File: config.mk
export PLATFORM = sky130hd
export DESIGN_NAME = dring_activator
export DESIGN_NICKNAME = d
export VERILOG_FILES = /design/src/rtl/dring_pkg.sv /design/src/rtl/dring_regif.sv /design/src/rtl/dring_chan.sv /design/src/rtl/dring_activator.sv
export SDC_FILE = /design/constraint.sdc
export NUM_CORES = 1
export LEC_CHECK = 0
export BUFFER_PORTS_ARGS = -buffer_cell sky130_fd_sc_hd__buf_4
export CORE_UTILIZATION = 30
export CTS_BUF_LIST = sky130_fd_sc_hd__clkbuf_16
export DETAILED_ROUTE_END_ITERATION = 8
export GPL_TIMING_DRIVEN = 0
export PLACE_DENSITY_LB_ADDON = 0.12
export SLEW_MARGIN = 20
export SYNTH_ARGS = -nofsm -noshare
export SYNTH_HDL_FRONTEND = slang
export SYNTH_SLANG_ARGS = --single-unit
File: constraint.sdc
create_clock -name clk_i -period 2.44 [get_ports clk_i]
set_input_delay 0 -clock clk_i [delete_from_list [all_inputs] [get_ports clk_i]]
set_output_delay 0 -clock clk_i [all_outputs]
set_load 0.1 [all_outputs]
File: src/rtl/dring_pkg.sv
package dring_pkg;
  typedef enum logic [1:0] {
    ST_IDLE  = 2'd0,
    ST_FETCH = 2'd1,
    ST_PROC  = 2'd2
  } poll_st_e;

  localparam int unsigned CH_RX = 0;
  localparam int unsigned CH_TX = 1;
  localparam int unsigned N_CH  = 2;
endpackage

File: src/rtl/dring_regif.sv
module dring_regif #(
  parameter int unsigned RA_W    = 8,
  parameter int unsigned DW      = 32,
  parameter int unsigned ACT_BIT = 24,
  parameter logic [RA_W-1:0] RX_OFS = 8'h10,
  parameter logic [RA_W-1:0] TX_OFS = 8'h14
) (
  input  logic            clk_i,
  input  logic            rst_ni,
  input  logic [RA_W-1:0] addr_i,
  input  logic            we_i,
  input  logic [1:0]      act_i,
  output logic [1:0]      set_o,
  output logic [DW-1:0]   rdata_o
);
  logic hit_rx, hit_tx;

  assign hit_rx   = (addr_i == RX_OFS);
  assign hit_tx   = (addr_i == TX_OFS);
  assign set_o[0] = we_i & hit_rx;
  assign set_o[1] = we_i & hit_tx;

  always_comb begin
    rdata_o = '0;
    if (hit_rx) rdata_o[ACT_BIT] = act_i[0];
    if (hit_tx) rdata_o[ACT_BIT] = act_i[1];
  end


  rsvd_zero_chk: assert property (@(posedge clk_i) disable iff (!rst_ni)
    $countones(rdata_o) <= 1);

  miss_zero_chk: assert property (@(posedge clk_i) disable iff (!rst_ni)
    (!hit_rx && !hit_tx) |-> (rdata_o == '0));
endmodule

File: src/rtl/dring_chan.sv
module dring_chan
  import dring_pkg::*;
#(
  parameter int unsigned     AW         = 32,
  parameter logic [AW-1:0]   BASE       = '0,
  parameter int unsigned     DESC_BYTES = 8,
  parameter bit              SRST_CLR   = 1'b0
) (
  input  logic          clk_i,
  input  logic          rst_ni,
  input  logic          en_i,
  input  logic          srst_i,
  input  logic          set_i,
  input  logic          desc_rdy_i,
  input  logic          desc_avail_i,
  input  logic          desc_wrap_i,
  input  logic          proc_done_i,
  output logic          act_o,
  output logic          desc_req_o,
  output logic [AW-1:0] desc_addr_o,
  output logic          proc_req_o
);
  localparam logic [AW-1:0] STEP = AW'(DESC_BYTES);

  poll_st_e      st_q;
  logic          act_q, wrap_q, clr, miss;
  logic [AW-1:0] ptr_q;

  assign clr  = !en_i || (SRST_CLR && srst_i);
  assign miss = (st_q == ST_FETCH) && desc_rdy_i && !desc_avail_i;

  always_ff @(posedge clk_i or negedge rst_ni) begin
    if (!rst_ni) begin
      st_q   <= ST_IDLE;
      act_q  <= 1'b0;
      wrap_q <= 1'b0;
      ptr_q  <= BASE;
    end else if (clr) begin
      st_q  <= ST_IDLE;
      act_q <= 1'b0;
      if (!en_i) ptr_q <= BASE;
    end else begin
      // software set beats the hardware clear
      act_q <= set_i ? 1'b1 : (miss ? 1'b0 : act_q);
      unique case (st_q)
        ST_IDLE:  if (act_q) st_q <= ST_FETCH;
        ST_FETCH: if (desc_rdy_i) begin
          if (desc_avail_i) begin
            st_q   <= ST_PROC;
            wrap_q <= desc_wrap_i;
          end else begin
            st_q <= ST_IDLE;
          end
        end
        ST_PROC:  if (proc_done_i) begin
          ptr_q <= wrap_q ? BASE : ptr_q + STEP;
          st_q  <= ST_FETCH;
        end
        default:  st_q <= ST_IDLE;
      endcase
    end
  end

  assign act_o       = act_q;
  assign desc_req_o  = (st_q == ST_FETCH);
  assign proc_req_o  = (st_q == ST_PROC);
  assign desc_addr_o = ptr_q;


  req_gated_chk: assert property (@(posedge clk_i) disable iff (!rst_ni)
    desc_req_o |-> act_q);

  one_req_chk: assert property (@(posedge clk_i) disable iff (!rst_ni)
    $onehot0({desc_req_o, proc_req_o}));

  set_takes_chk: assert property (@(posedge clk_i) disable iff (!rst_ni)
    (set_i && !clr) |=> act_q);

  miss_clear_chk: assert property (@(posedge clk_i) disable iff (!rst_ni)
    (desc_req_o && desc_rdy_i && !desc_avail_i && !set_i && !clr) |=> (!act_q && !desc_req_o));

  miss_hold_ptr_chk: assert property (@(posedge clk_i) disable iff (!rst_ni)
    (desc_req_o && desc_rdy_i && !desc_avail_i && en_i) |=> $stable(desc_addr_o));

  wrap_base_chk: assert property (@(posedge clk_i) disable iff (!rst_ni)
    (proc_req_o && proc_done_i && wrap_q && !clr) |=> (desc_addr_o == BASE));

  en_off_chk: assert property (@(posedge clk_i) disable iff (!rst_ni)
    !en_i |=> (!act_q && !desc_req_o && !proc_req_o && desc_addr_o == BASE));
endmodule

File: src/rtl/dring_activator.sv
module dring_activator
  import dring_pkg::*;
#(
  parameter int unsigned   AW         = 32,
  parameter int unsigned   RA_W       = 8,
  parameter int unsigned   DESC_BYTES = 8,
  parameter logic [AW-1:0] RX_BASE    = 32'h0000_1000,
  parameter logic [AW-1:0] TX_BASE    = 32'h0000_2000
) (
  input  logic            clk_i,
  input  logic            rst_ni,
  input  logic            en_i,
  input  logic            srst_i,
  input  logic [RA_W-1:0] reg_addr_i,
  input  logic            reg_we_i,
  output logic [31:0]     reg_rdata_o,
  output logic            rx_desc_req_o,
  output logic [AW-1:0]   rx_desc_addr_o,
  input  logic            rx_desc_rdy_i,
  input  logic            rx_desc_empty_i,
  input  logic            rx_desc_wrap_i,
  output logic            rx_proc_req_o,
  input  logic            rx_proc_done_i,
  output logic            tx_desc_req_o,
  output logic [AW-1:0]   tx_desc_addr_o,
  input  logic            tx_desc_rdy_i,
  input  logic            tx_desc_ready_i,
  input  logic            tx_desc_wrap_i,
  output logic            tx_proc_req_o,
  input  logic            tx_proc_done_i
);
  logic [N_CH-1:0] set, act, req, rdy, avail, wrap, preq, pdone;
  logic [AW-1:0]   addr [N_CH];

  assign rdy   = {tx_desc_rdy_i,   rx_desc_rdy_i};
  assign avail = {tx_desc_ready_i, rx_desc_empty_i};
  assign wrap  = {tx_desc_wrap_i,  rx_desc_wrap_i};
  assign pdone = {tx_proc_done_i,  rx_proc_done_i};

  dring_regif #(
    .RA_W(RA_W), .DW(32), .ACT_BIT(24),
    .RX_OFS(RA_W'(8'h10)), .TX_OFS(RA_W'(8'h14))
  ) u_regif (
    .clk_i, .rst_ni,
    .addr_i (reg_addr_i),
    .we_i   (reg_we_i),
    .act_i  (act),
    .set_o  (set),
    .rdata_o(reg_rdata_o)
  );

  for (genvar g = 0; g < N_CH; g++) begin : g_ch
    localparam logic [AW-1:0] B = (g == CH_RX) ? RX_BASE : TX_BASE;
    dring_chan #(
      .AW(AW), .BASE(B), .DESC_BYTES(DESC_BYTES), .SRST_CLR(g == CH_TX)
    ) u_chan (
      .clk_i, .rst_ni, .en_i, .srst_i,
      .set_i       (set[g]),
      .desc_rdy_i  (rdy[g]),
      .desc_avail_i(avail[g]),
      .desc_wrap_i (wrap[g]),
      .proc_done_i (pdone[g]),
      .act_o       (act[g]),
      .desc_req_o  (req[g]),
      .desc_addr_o (addr[g]),
      .proc_req_o  (preq[g])
    );
  end

  assign rx_desc_req_o  = req[CH_RX];
  assign tx_desc_req_o  = req[CH_TX];
  assign rx_desc_addr_o = addr[CH_RX];
  assign tx_desc_addr_o = addr[CH_TX];
  assign rx_proc_req_o  = preq[CH_RX];
  assign tx_proc_req_o  = preq[CH_TX];


  srst_rx_keep_chk: assert property (@(posedge clk_i) disable iff (!rst_ni)
    (srst_i && en_i && act[CH_RX] && !(req[CH_RX] && rdy[CH_RX] && !avail[CH_RX])) |=> act[CH_RX]);

  srst_tx_chk: assert property (@(posedge clk_i) disable iff (!rst_ni)
    srst_i |=> (!act[CH_TX] && !req[CH_TX] && !preq[CH_TX]));
endmodule

==> metrics.yaml, run 1 <==
routing:
  drt-vias-per-instance: 5.38
  wl_um: 12800
  ant_nets: 0
  wl_per_cell_um: 16.0
  drcViolationCount: 0
  drtIter0Drc: 267
  drt-pass1-iter-count: 5
  routed-via-count: 4295
critical_path:
  cp.arrival_ns: 2.47
  r2r_cells: 5
  path_class: "reg -> reg"
  reg2reg_from: "g_ch[1].u_chan.desc_addr_o[13]"
  reg2reg_to: "g_ch[1].u_chan.desc_addr_o[25]"
  reg2reg_setup_slack_ns: 0.19
  end_kind: "flop"
  critPathLaunchType: "flop"
  cp_max_fo: 9
  crit_required_ns: 2.67
placed_design:
  port_buffers: 83
  dp_cells: 768
  place_ws_ns: 0.0819
  gp_congestion: 0.823
  dp_hpwl_um: 9000
logic_synthesis:
  synth_warnings: 0
  yosysSeqAreaShare_pct: 39.9
  synth-seq-cells: 66
  syn_inst: 473
  synth_area_per_cell_um2: 8.76
  synth_edf_count: 0
  synth_cell_types: 61
  yosys_most_used_dff: "dfrtp_1"
  synthArstFlopShare_pct: 100
  syn-cell-area_um2: 4140
sta:
  slew_headroom_pct: 40.6
  max_freq_ghz: 0.445
  finalHoldViolCount: 0
  period_share_pct: 92.2
  rsz0062_at_grt: "no"
  drv_slew: 0
  period_needed_ns: 2.25
  finalSetupViolations: 0
  fin_ws_ns: 0.191
  finalClockSkew_ns: 0.00668
  worst_pin_slew_ns: 0.892
  fin_tns_setup_ns: 0
global_routing:
  track_usage_pct: 18.1
  grt_max_degree: 67
  grt_pass1_vias: 3981
  grt_pass1_wl_um: 20600
  antenna_found_initial: 0
  grt_overflow: 0
floorplan:
  fp-row-count: 42
  ios: 121
  start_util_pct: 31.0
  fp.dieArea_um2: 14300
  die_y_um: 120
  coreArea_um2: 13300
  die_w_um: 120
final_layout:
  layout-drive-gt1-share_pct: 28.3
  seqCellArea_um2: 1680
  n_antenna_cell: 0
  fin_nets: 640
  area_growth_pct: 34.8
  multi_input_area_um2: 2240
  instances_no_fill: 798
  n_fill_cell: 1399
hold_path:
  holdPathEnd: "g_ch[1].u_chan.desc_addr_o[9]"
  hp-class: "in -> reg"
  hold_path_depth: 3
  holdCritStartpoint: "srst_i"
outcome:
  status: "complete, no violations"
cts:
  max-clock-path-buffers: 2
  cts_tree: "yes"
  clk_pin_slew_ns: 0.05
  cts.sinks: 66
  clk-insertion-delay-late_ns: 0.33
  clock-root-buffer: "clkbuf_16"
  numCtsBuffers: 9
  cts_max_level: 3
  post_cts_buffers: 0
job:
  drv_cap: 0
pwr:
  power_leakage_uw: 0.00245
  ir_worst_vdd_mv: 0.233
  p_per_area_nw_per_um2: 507
## critical path, cell delays in order (launching register included)
cell and delay, ns:
dfstp_2 0.58, nand4_2 0.15, or4_1 0.57, buf_2 0.20
or3_4 0.40, o311ai_1 0.24
## worst max path at each step
stage	to	startpoint	slack [ns]
after floorplan	g_ch[1].u_chan.desc_addr_o[22]	g_ch[1].u_chan.desc_addr_o[13]	0.005
after global placement	g_ch[0].u_chan.desc_addr_o[31]	g_ch[0].u_chan.desc_addr_o[12]	0.09
after detailed placement	g_ch[0].u_chan.desc_addr_o[31]	g_ch[0].u_chan.desc_addr_o[12]	0.08
after CTS	g_ch[0].u_chan.desc_addr_o[31]	g_ch[0].u_chan.desc_addr_o[12]	0.06
after global routing	g_ch[1].u_chan.act_o	reg_addr_i[0]	0.05
final	g_ch[1].u_chan.desc_addr_o[25]	g_ch[1].u_chan.desc_addr_o[13]	0.19
## registers in the layout, indices dropped and copies added (netlist names)
signal                   flops
g_ch.u_chan.act_o            2
g_ch.u_chan.desc_addr_o     58
g_ch.u_chan.st_q             4
g_ch.u_chan.wrap_q           2
## power breakdown
part | total (µW) | switching (µW) | internal (µW)
Combinational | 476 | 379 | 96.4
Clock | 1240 | 473 | 771
Sequential | 1110 | 10.2 | 1100
## cells in the mapped netlist (7+ instances only)
cell,n,area (µm²)
dfrtp_1,64,1600
buf_4,39,293
nand2_1,38,143
o21ai_0,33,165
nand3_1,26,130
nor2_1,25,93.8
a31oi_1,20,125
nand4_1,18,113
a21oi_1,17,85.1
clkbuf_1,16,60.1
inv_1,13,48.8
nor3_1,13,65.1
o31ai_1,13,97.6
or4_1,11,82.6
and3_1,9,56.3
nor4_1,9,56.3
nand2b_1,8,50.1
a21o_1,7,52.6
## per-layer routing
layer	share of wire, %	track usage (%)	wire length, µm	vias to the layer above
met4	1.2	6.02	159	0
li1	-	-	-	2035
met5	0	0	0	-
met3	5.7	2.90	733	14
met1	45	24.6	5760	2089
met2	48	29.3	6140	157
## cell families after synthesis
| group | count (synthesis) | share of synthesized area (%) |
|---|---|---|
| multiplexers | 4 | 1.03 |
| AO/OA/AOI/OAI | 136 | 22.2 |
| buffers and inverters | 69 | 9.81 |
| flip-flops | 66 | 39.9 |
| other | 1 | 0.0905 |
| adder cells (fa/ha/maj) | 2 | 0.604 |
| XOR/XNOR | 1 | 0.211 |
| AND/OR/NAND/NOR | 194 | 26.1 |
## placed cells by master (no fill, tap or decap), drive strengths merged, types with 3 or more instances in the layout
master,instances
a32oi,3
buf,123
a41oi,6
o31ai,13
dfrtp,64
clkinv,3
inv,16
nand3,26
a31o,4
o21ai,34
clkbuf,25
o211ai,5
or3,3
nor4,9
o41ai,4
nand4,19
and2,7
nand3b,4
a221o,3
or4,12
a21oi,17
nand2,38
and3,9
and4,7
a21o,7
conb,37
nor2,25
o311ai,7
nor3,13
dlygate4sd3,14
a31oi,20
a22o,3
nand2b,8
nor2b,6
## what timing repair did
action | in CTS | in global routing
hold buffers | 14 | 0
hold endpoints to repair | 72 | 0
gates resized for setup | 0 | 1
setup endpoints to repair | 0 | 1
## cell type report
class / count / area share (%)
Clock inverter: 7 / 0.963
Tap cell: 176 / 3.94
Timing Repair Buffer: 97 / 13.7
Sequential cell: 66 / 30.1
Buffer: 56 / 6.41
Inverter: 13 / 0.873
Clock buffer: 9 / 4.03
Multi-Input combinational cell: 374 / 40.1
## stage by stage
stage               power (µW)  util [%]  instance area (µm²)  hold WS [ns]
floorplan                 1510         -                 4310        -0.296
global placement          1600      38.6                 5150         0.193
detailed placement        1600      38.6                 5150         0.187
CTS                       2870      41.8                 5570        0.0125
global route              2920      41.9                 5590        0.0393
finish                    2830      41.9                 5590        0.0332
(Power assumes the default switching activity.)
==> inputs of run 2 (changes only) <==
--- a/config.mk
+++ b/config.mk
@@ -6,7 +6,7 @@
 export NUM_CORES = 1
 export LEC_CHECK = 0
 export BUFFER_PORTS_ARGS = -buffer_cell sky130_fd_sc_hd__buf_4
-export CORE_UTILIZATION = 30
+export CORE_UTILIZATION = 53
 export CTS_BUF_LIST = sky130_fd_sc_hd__clkbuf_16
 export DETAILED_ROUTE_END_ITERATION = 8
 export GPL_TIMING_DRIVEN = 0
==> metrics.yaml, run 2 (synthesis gave the netlist of run 1 again) <==
sta:
  finalSetupViolations: 0
  drv_slew: 0
  rsz0062_at_grt: "no"
  period_needed_ns: 2.17
  finalHoldViolCount: 0
  worst_pin_slew_ns: 0.843
  fin_tns_setup_ns: 0
  period_share_pct: 89.1
  fin_ws_ns: 0.266
  holdWs_ns: 0.00160
  max_freq_ghz: 0.460
  finalClockSkew_ns: 0.00619
  slew_headroom_pct: 43.8
floorplan:
  die_w_um: 90.4
  ios: 121
  fp-row-count: 31
  start_util_pct: 55.9
  die_y_um: 90.4
  coreArea_um2: 7410
  fp.dieArea_um2: 8180
critical_path:
  critPathLaunchType: "flop"
  crit_required_ns: 2.68
  end_kind: "flop"
  cp_max_fo: 10
  cp.arrival_ns: 2.41
  reg2reg_setup_slack_ns: 0.27
  path_class: "reg -> reg"
final_layout:
  instances_no_fill: 717
  n_antenna_cell: 0
  layout_common_cells: "buf_4, dfrtp_1, nand2_1, conb_1, o21ai_0"
  multi_input_area_um2: 2230
  mostFrequentLayoutCell: "buf_4"
  fin_nets: 636
  largest_reg_flops: 58
  layout-drive-gt1-share_pct: 28.5
  seqCellArea_um2: 1680
  area_growth_pct: 30.8
  n_fill_cell: 605
cts:
  numCtsBuffers: 9
  clock-root-buffer: "clkbuf_16"
  cts_max_level: 3
  cts.sinks: 66
  cts_resized: 0
  max-clock-path-buffers: 2
  clk-insertion-delay-late_ns: 0.33
  clk_pin_slew_ns: 0.05
  cts_tree: "yes"
placed_design:
  port_buffers: 83
  dp_cells: 691
  gp_congestion: 0.938
  place_ws_ns: 0.146
  dp_hpwl_um: 8220
routing:
  wl_um: 11800
  drt-vias-per-instance: 6.06
  ant_nets: 0
  wl_per_cell_um: 16.4
  drtIter0Drc: 309
  routed-via-count: 4344
  drt-pass1-iter-count: 7
  drcViolationCount: 0
pwr:
  clock_power_share_pct: 41.5
  p_comb_share_pct: 17.4
  p_per_area_nw_per_um2: 500
  ir_worst_vdd_mv: 0.424
  p_seq_share_pct: 41.1
  power_leakage_uw: 0.00242
  power_switching_share_pct: 31.3
  finalPower_uw: 2710
  p_int_uw: 1860
  p_sw_uw: 848
job:
  drv_cap: 0
global_routing:
  grt_pass1_vias: 4170
  grt_pass1_wl_um: 19600
  grt_overflow: 0
  antenna_found_initial: 0
  track_usage_pct: 29.5
  grt_max_degree: 67
outcome:
  status: "complete, no violations"
hold_path:
  hp-class: "in -> reg"
-- run 2: changes by cell type in the layout (fill, tap and decap cells not counted), sizes merged --
cell and change:
dlygate4sd3 -4, bufinv -1, clkinv +1
-- run 2: final timing paths --
check | depth (start not counted) | start | to
max in group asynchronous | 2 | rst_ni | g_ch[1].u_chan.desc_addr_o[3]
min reg2reg | 1 | g_ch[0].u_chan.desc_addr_o[17] | g_ch[0].u_chan.desc_addr_o[17]
min in group asynchronous | 2 | rst_ni | g_ch[0].u_chan.desc_addr_o[22]
min | 4 | rx_desc_rdy_i | g_ch[0].u_chan.st_q[0]
max | 5 | g_ch[1].u_chan.desc_addr_o[13] | g_ch[1].u_chan.desc_addr_o[24]
max reg2reg | 5 | g_ch[1].u_chan.desc_addr_o[13] | g_ch[1].u_chan.desc_addr_o[24]
-- run 2: power groups by stage --
stage | clock network (µW) | registers, µW | logic, µW
6_report | 1130 | 1110 | 472
3_3_place_gp | 0 | 1130 | 456
3_5_place_dp | 0 | 1130 | 458
2_1_floorplan | 0 | 1170 | 336
4_1_cts | 1130 | 1110 | 468
5_1_grt | 1180 | 1110 | 490
-- run 2: layer usage --
metal	part of all wire, %	global-route usage [%]	up-vias
met5	0	0	-
met4	2.0	13.2	0
met3	8.4	4.63	24
met2	50	49.4	239
met1	40	37.6	2056
li1	-	-	2025
-- run 2: area by class of cell --
| cell class | count | share of cell area (%) |
|---|---|---|
| Clock inverter | 7 | 0.554 |
| Buffer | 56 | 6.60 |
| Timing Repair Buffer | 93 | 13.3 |
| Inverter | 13 | 0.900 |
| Sequential cell | 66 | 31.0 |
| Multi-Input combinational cell | 374 | 41.2 |
| Tap cell | 99 | 2.29 |
| Clock buffer | 9 | 4.16 |
-- run 2: critical path, cell delays in order, from the launching register on --
cell	delay [ns]
dfstp_2	0.59
nand4_2	0.14
nor4_1	0.54
clkbuf_1	0.41
nand3_1	0.19
o31ai_1	0.21
-- run 2: metrics by stage --
stage | area (µm²) | utilization (%)
floorplan | 4310 | -
global placement | 5060 | 68.3
detailed placement | 5060 | 68.3
CTS | 5410 | 73.1
global route | 5420 | 73.2
finish | 5420 | 73.2
-- run 2: repair_timing --
action | 4_1_cts | 5_1_grt
setup buffers | 0 | 0
endpoints found under the hold margin | 70 | 0
hold buffers | 10 | 0
==> inputs of run 3 (changes only) <==
--- a/config.mk
+++ b/config.mk
@@ -6,7 +6,7 @@
 export NUM_CORES = 1
 export LEC_CHECK = 0
 export BUFFER_PORTS_ARGS = -buffer_cell sky130_fd_sc_hd__buf_4
-export CORE_UTILIZATION = 53
+export CORE_UTILIZATION = 47
 export CTS_BUF_LIST = sky130_fd_sc_hd__clkbuf_16
 export DETAILED_ROUTE_END_ITERATION = 8
 export GPL_TIMING_DRIVEN = 0
==> constraint.sdc (replaced) <==
create_clock -name clk_i -period 1.8 [get_ports clk_i]
set_input_delay 0 -clock clk_i [delete_from_list [all_inputs] [get_ports clk_i]]
set_output_delay 0 -clock clk_i [all_outputs]
set_load 0.1 [all_outputs]
==> metrics.yaml, run 3 (synthesis gave the netlist of run 1 again) <==
critical_path:
  reg2reg_setup_slack_ns: -0.18
  path_class: "reg -> reg"
  critPathLaunchType: "flop"
  startpoint: "g_ch[1].u_chan.desc_addr_o[13]"
  critPathBufInv: 0
  crit_chain: "nand4_4 -> or4_4 -> or3_4 -> o311ai_4"
  end_kind: "flop"
  crit_required_ns: 2.03
  critPathSlowestCell: "dfstp_4"
  max_stage_delay_ns: 0.63
  cp_max_fo: 7
  cp.arrival_ns: 2.22
  critical-path-top-delay-family: "simple AND/OR/NAND/NOR gates"
  reg2reg_from: "g_ch[1].u_chan.desc_addr_o[13]"
pwr:
  ir_worst_vdd_mv: 0.525
  power_switching_share_pct: 31.6
  p_seq_share_pct: 40.6
  power_leakage_uw: 0.00264
  clock_power_share_pct: 41.6
  p_per_area_nw_per_um2: 601
  p_comb_share_pct: 17.9
  p_sw_uw: 1170
  p_int_uw: 2540
final_layout:
  n_fill_cell: 603
  area_growth_pct: 49.3
  n_antenna_cell: 0
  layout_common_cells: "buf_4, conb_1, nand2_1, dfrtp_2, o21ai_0"
  mostFrequentLayoutCell: "buf_4"
  layout-drive-gt1-share_pct: 44.5
  fin_nets: 665
  largest_reg_flops: 58
  instances_no_fill: 752
cts:
  clk-insertion-delay-late_ns: 0.34
  clk_pin_slew_ns: 0.06
  max-clock-path-buffers: 2
  numCtsBuffers: 9
  cts_tree: "yes"
  cts.sinks: 66
  cts_max_level: 3
  clock-root-buffer: "clkbuf_16"
sta:
  period_needed_ns: 1.98
  drv_slew: 0
  rsz0062_at_grt: "yes"
  finalClockSkew_ns: 0.00749
  finalSetupViolations: 11
  holdWs_ns: -0.0112
  finalHoldViolCount: 2
  fin_ws_ns: -0.181
  max_freq_ghz: 0.505
  worst_pin_slew_ns: 0.860
  slew_headroom_pct: 42.7
  period_share_pct: 110
floorplan:
  die_w_um: 95.9
  die_y_um: 95.9
  start_util_pct: 49.4
  coreArea_um2: 8380
  fp.dieArea_um2: 9200
  ios: 121
  fp-row-count: 33
routing:
  wl_um: 13000
  drt-vias-per-instance: 6.00
  drt-pass1-iter-count: 5
  routed-via-count: 4510
  wl_per_cell_um: 17.2
  drcViolationCount: 0
  drtIter0Drc: 307
  ant_nets: 0
hold_path:
  holdCritStartpoint: "tx_desc_ready_i"
  hp-class: "in -> reg"
job:
  drv_cap: 0
placed_design:
  dp_cells: 697
  port_buffers: 83
  gp_congestion: 0.871
  dp_hpwl_um: 8350
global_routing:
  track_usage_pct: 28.8
  grt_max_degree: 67
  antenna_found_initial: 0
  grt_overflow: 0
  grt_pass1_wl_um: 20200
  grt_pass1_vias: 4169
outcome:
  violations: "hold timing, setup timing"
  status: "finished with violations"
-- run 3: metal layers --
| layer | track usage [%] | share of wire, % | up-vias |
|---|---|---|---|
| li1 | - | - | 2089 |
| met1 | 37.9 | 41 | 2167 |
| met2 | 46.8 | 50 | 228 |
| met3 | 4.82 | 7.2 | 26 |
| met4 | 12.3 | 1.9 | 0 |
| met5 | 0 | 0 | - |
-- run 3: repair_timing --
item                                   4_1_cts  5_1_grt
resized for setup                           38       36
setup buffers                               16       11
endpoints found under the hold margin       72        0
setup endpoints to repair                   46       41
hold buffers                                12        0
pin swaps                                    6        7
gates cloned                                 1        1
-- run 3: per-stage QoR --
stage	power [µW]	setup TNS [ns]	area (µm²)	util (%)	setup slack (ns)
floorplan	2050	-4.98	4550	-	-0.390
global placement	2160	-4.60	5300	63.3	-0.306
detailed placement	2160	-5.66	5300	63.3	-0.346
CTS	3710	-0.964	5980	71.3	-0.176
global route	3830	-1.96	6190	73.8	-0.227
finish	3720	-1.07	6190	73.8	-0.181
-- run 3: final cells by class --
class	instances	area (µm²)	area share [%]
buffer	55	402	6.49
clock buffer	9	225	3.64
clock inverter	7	32.5	0.526
inverter	13	48.8	0.789
multi-input combinational	374	2610	42.2
sequential	66	1760	28.5
tap	105	131	2.12
timing repair buffer	123	976	15.8
-- run 3: worst paths after layout --
check,to,depth (start not counted)
setup / recovery,g_ch[1].u_chan.desc_addr_o[25],4
hold / removal,g_ch[1].u_chan.st_q[1],3
setup reg to reg,g_ch[1].u_chan.desc_addr_o[25],4
max in group asynchronous,g_ch[1].u_chan.desc_addr_o[9],2
min in group asynchronous,g_ch[0].u_chan.desc_addr_o[17],2
hold reg to reg,g_ch[1].u_chan.desc_addr_o[26],1
-- run 3: power by group through the flow --
| stage | Clock (µW) | Combinational, µW | Sequential [µW] |
|---|---|---|---|
| 5_1_grt | 1630 | 694 | 1510 |
| 3_3_place_gp | 0 | 620 | 1540 |
| 3_5_place_dp | 0 | 621 | 1540 |
| 2_1_floorplan | 0 | 455 | 1590 |
| 4_1_cts | 1550 | 651 | 1510 |
| 6_report | 1540 | 664 | 1510 |
-- run 3: worst min-delay path: stages --
cell	delay (ns)
buf_4	0.11
nand3_1	0.10
a21oi_1	0.07
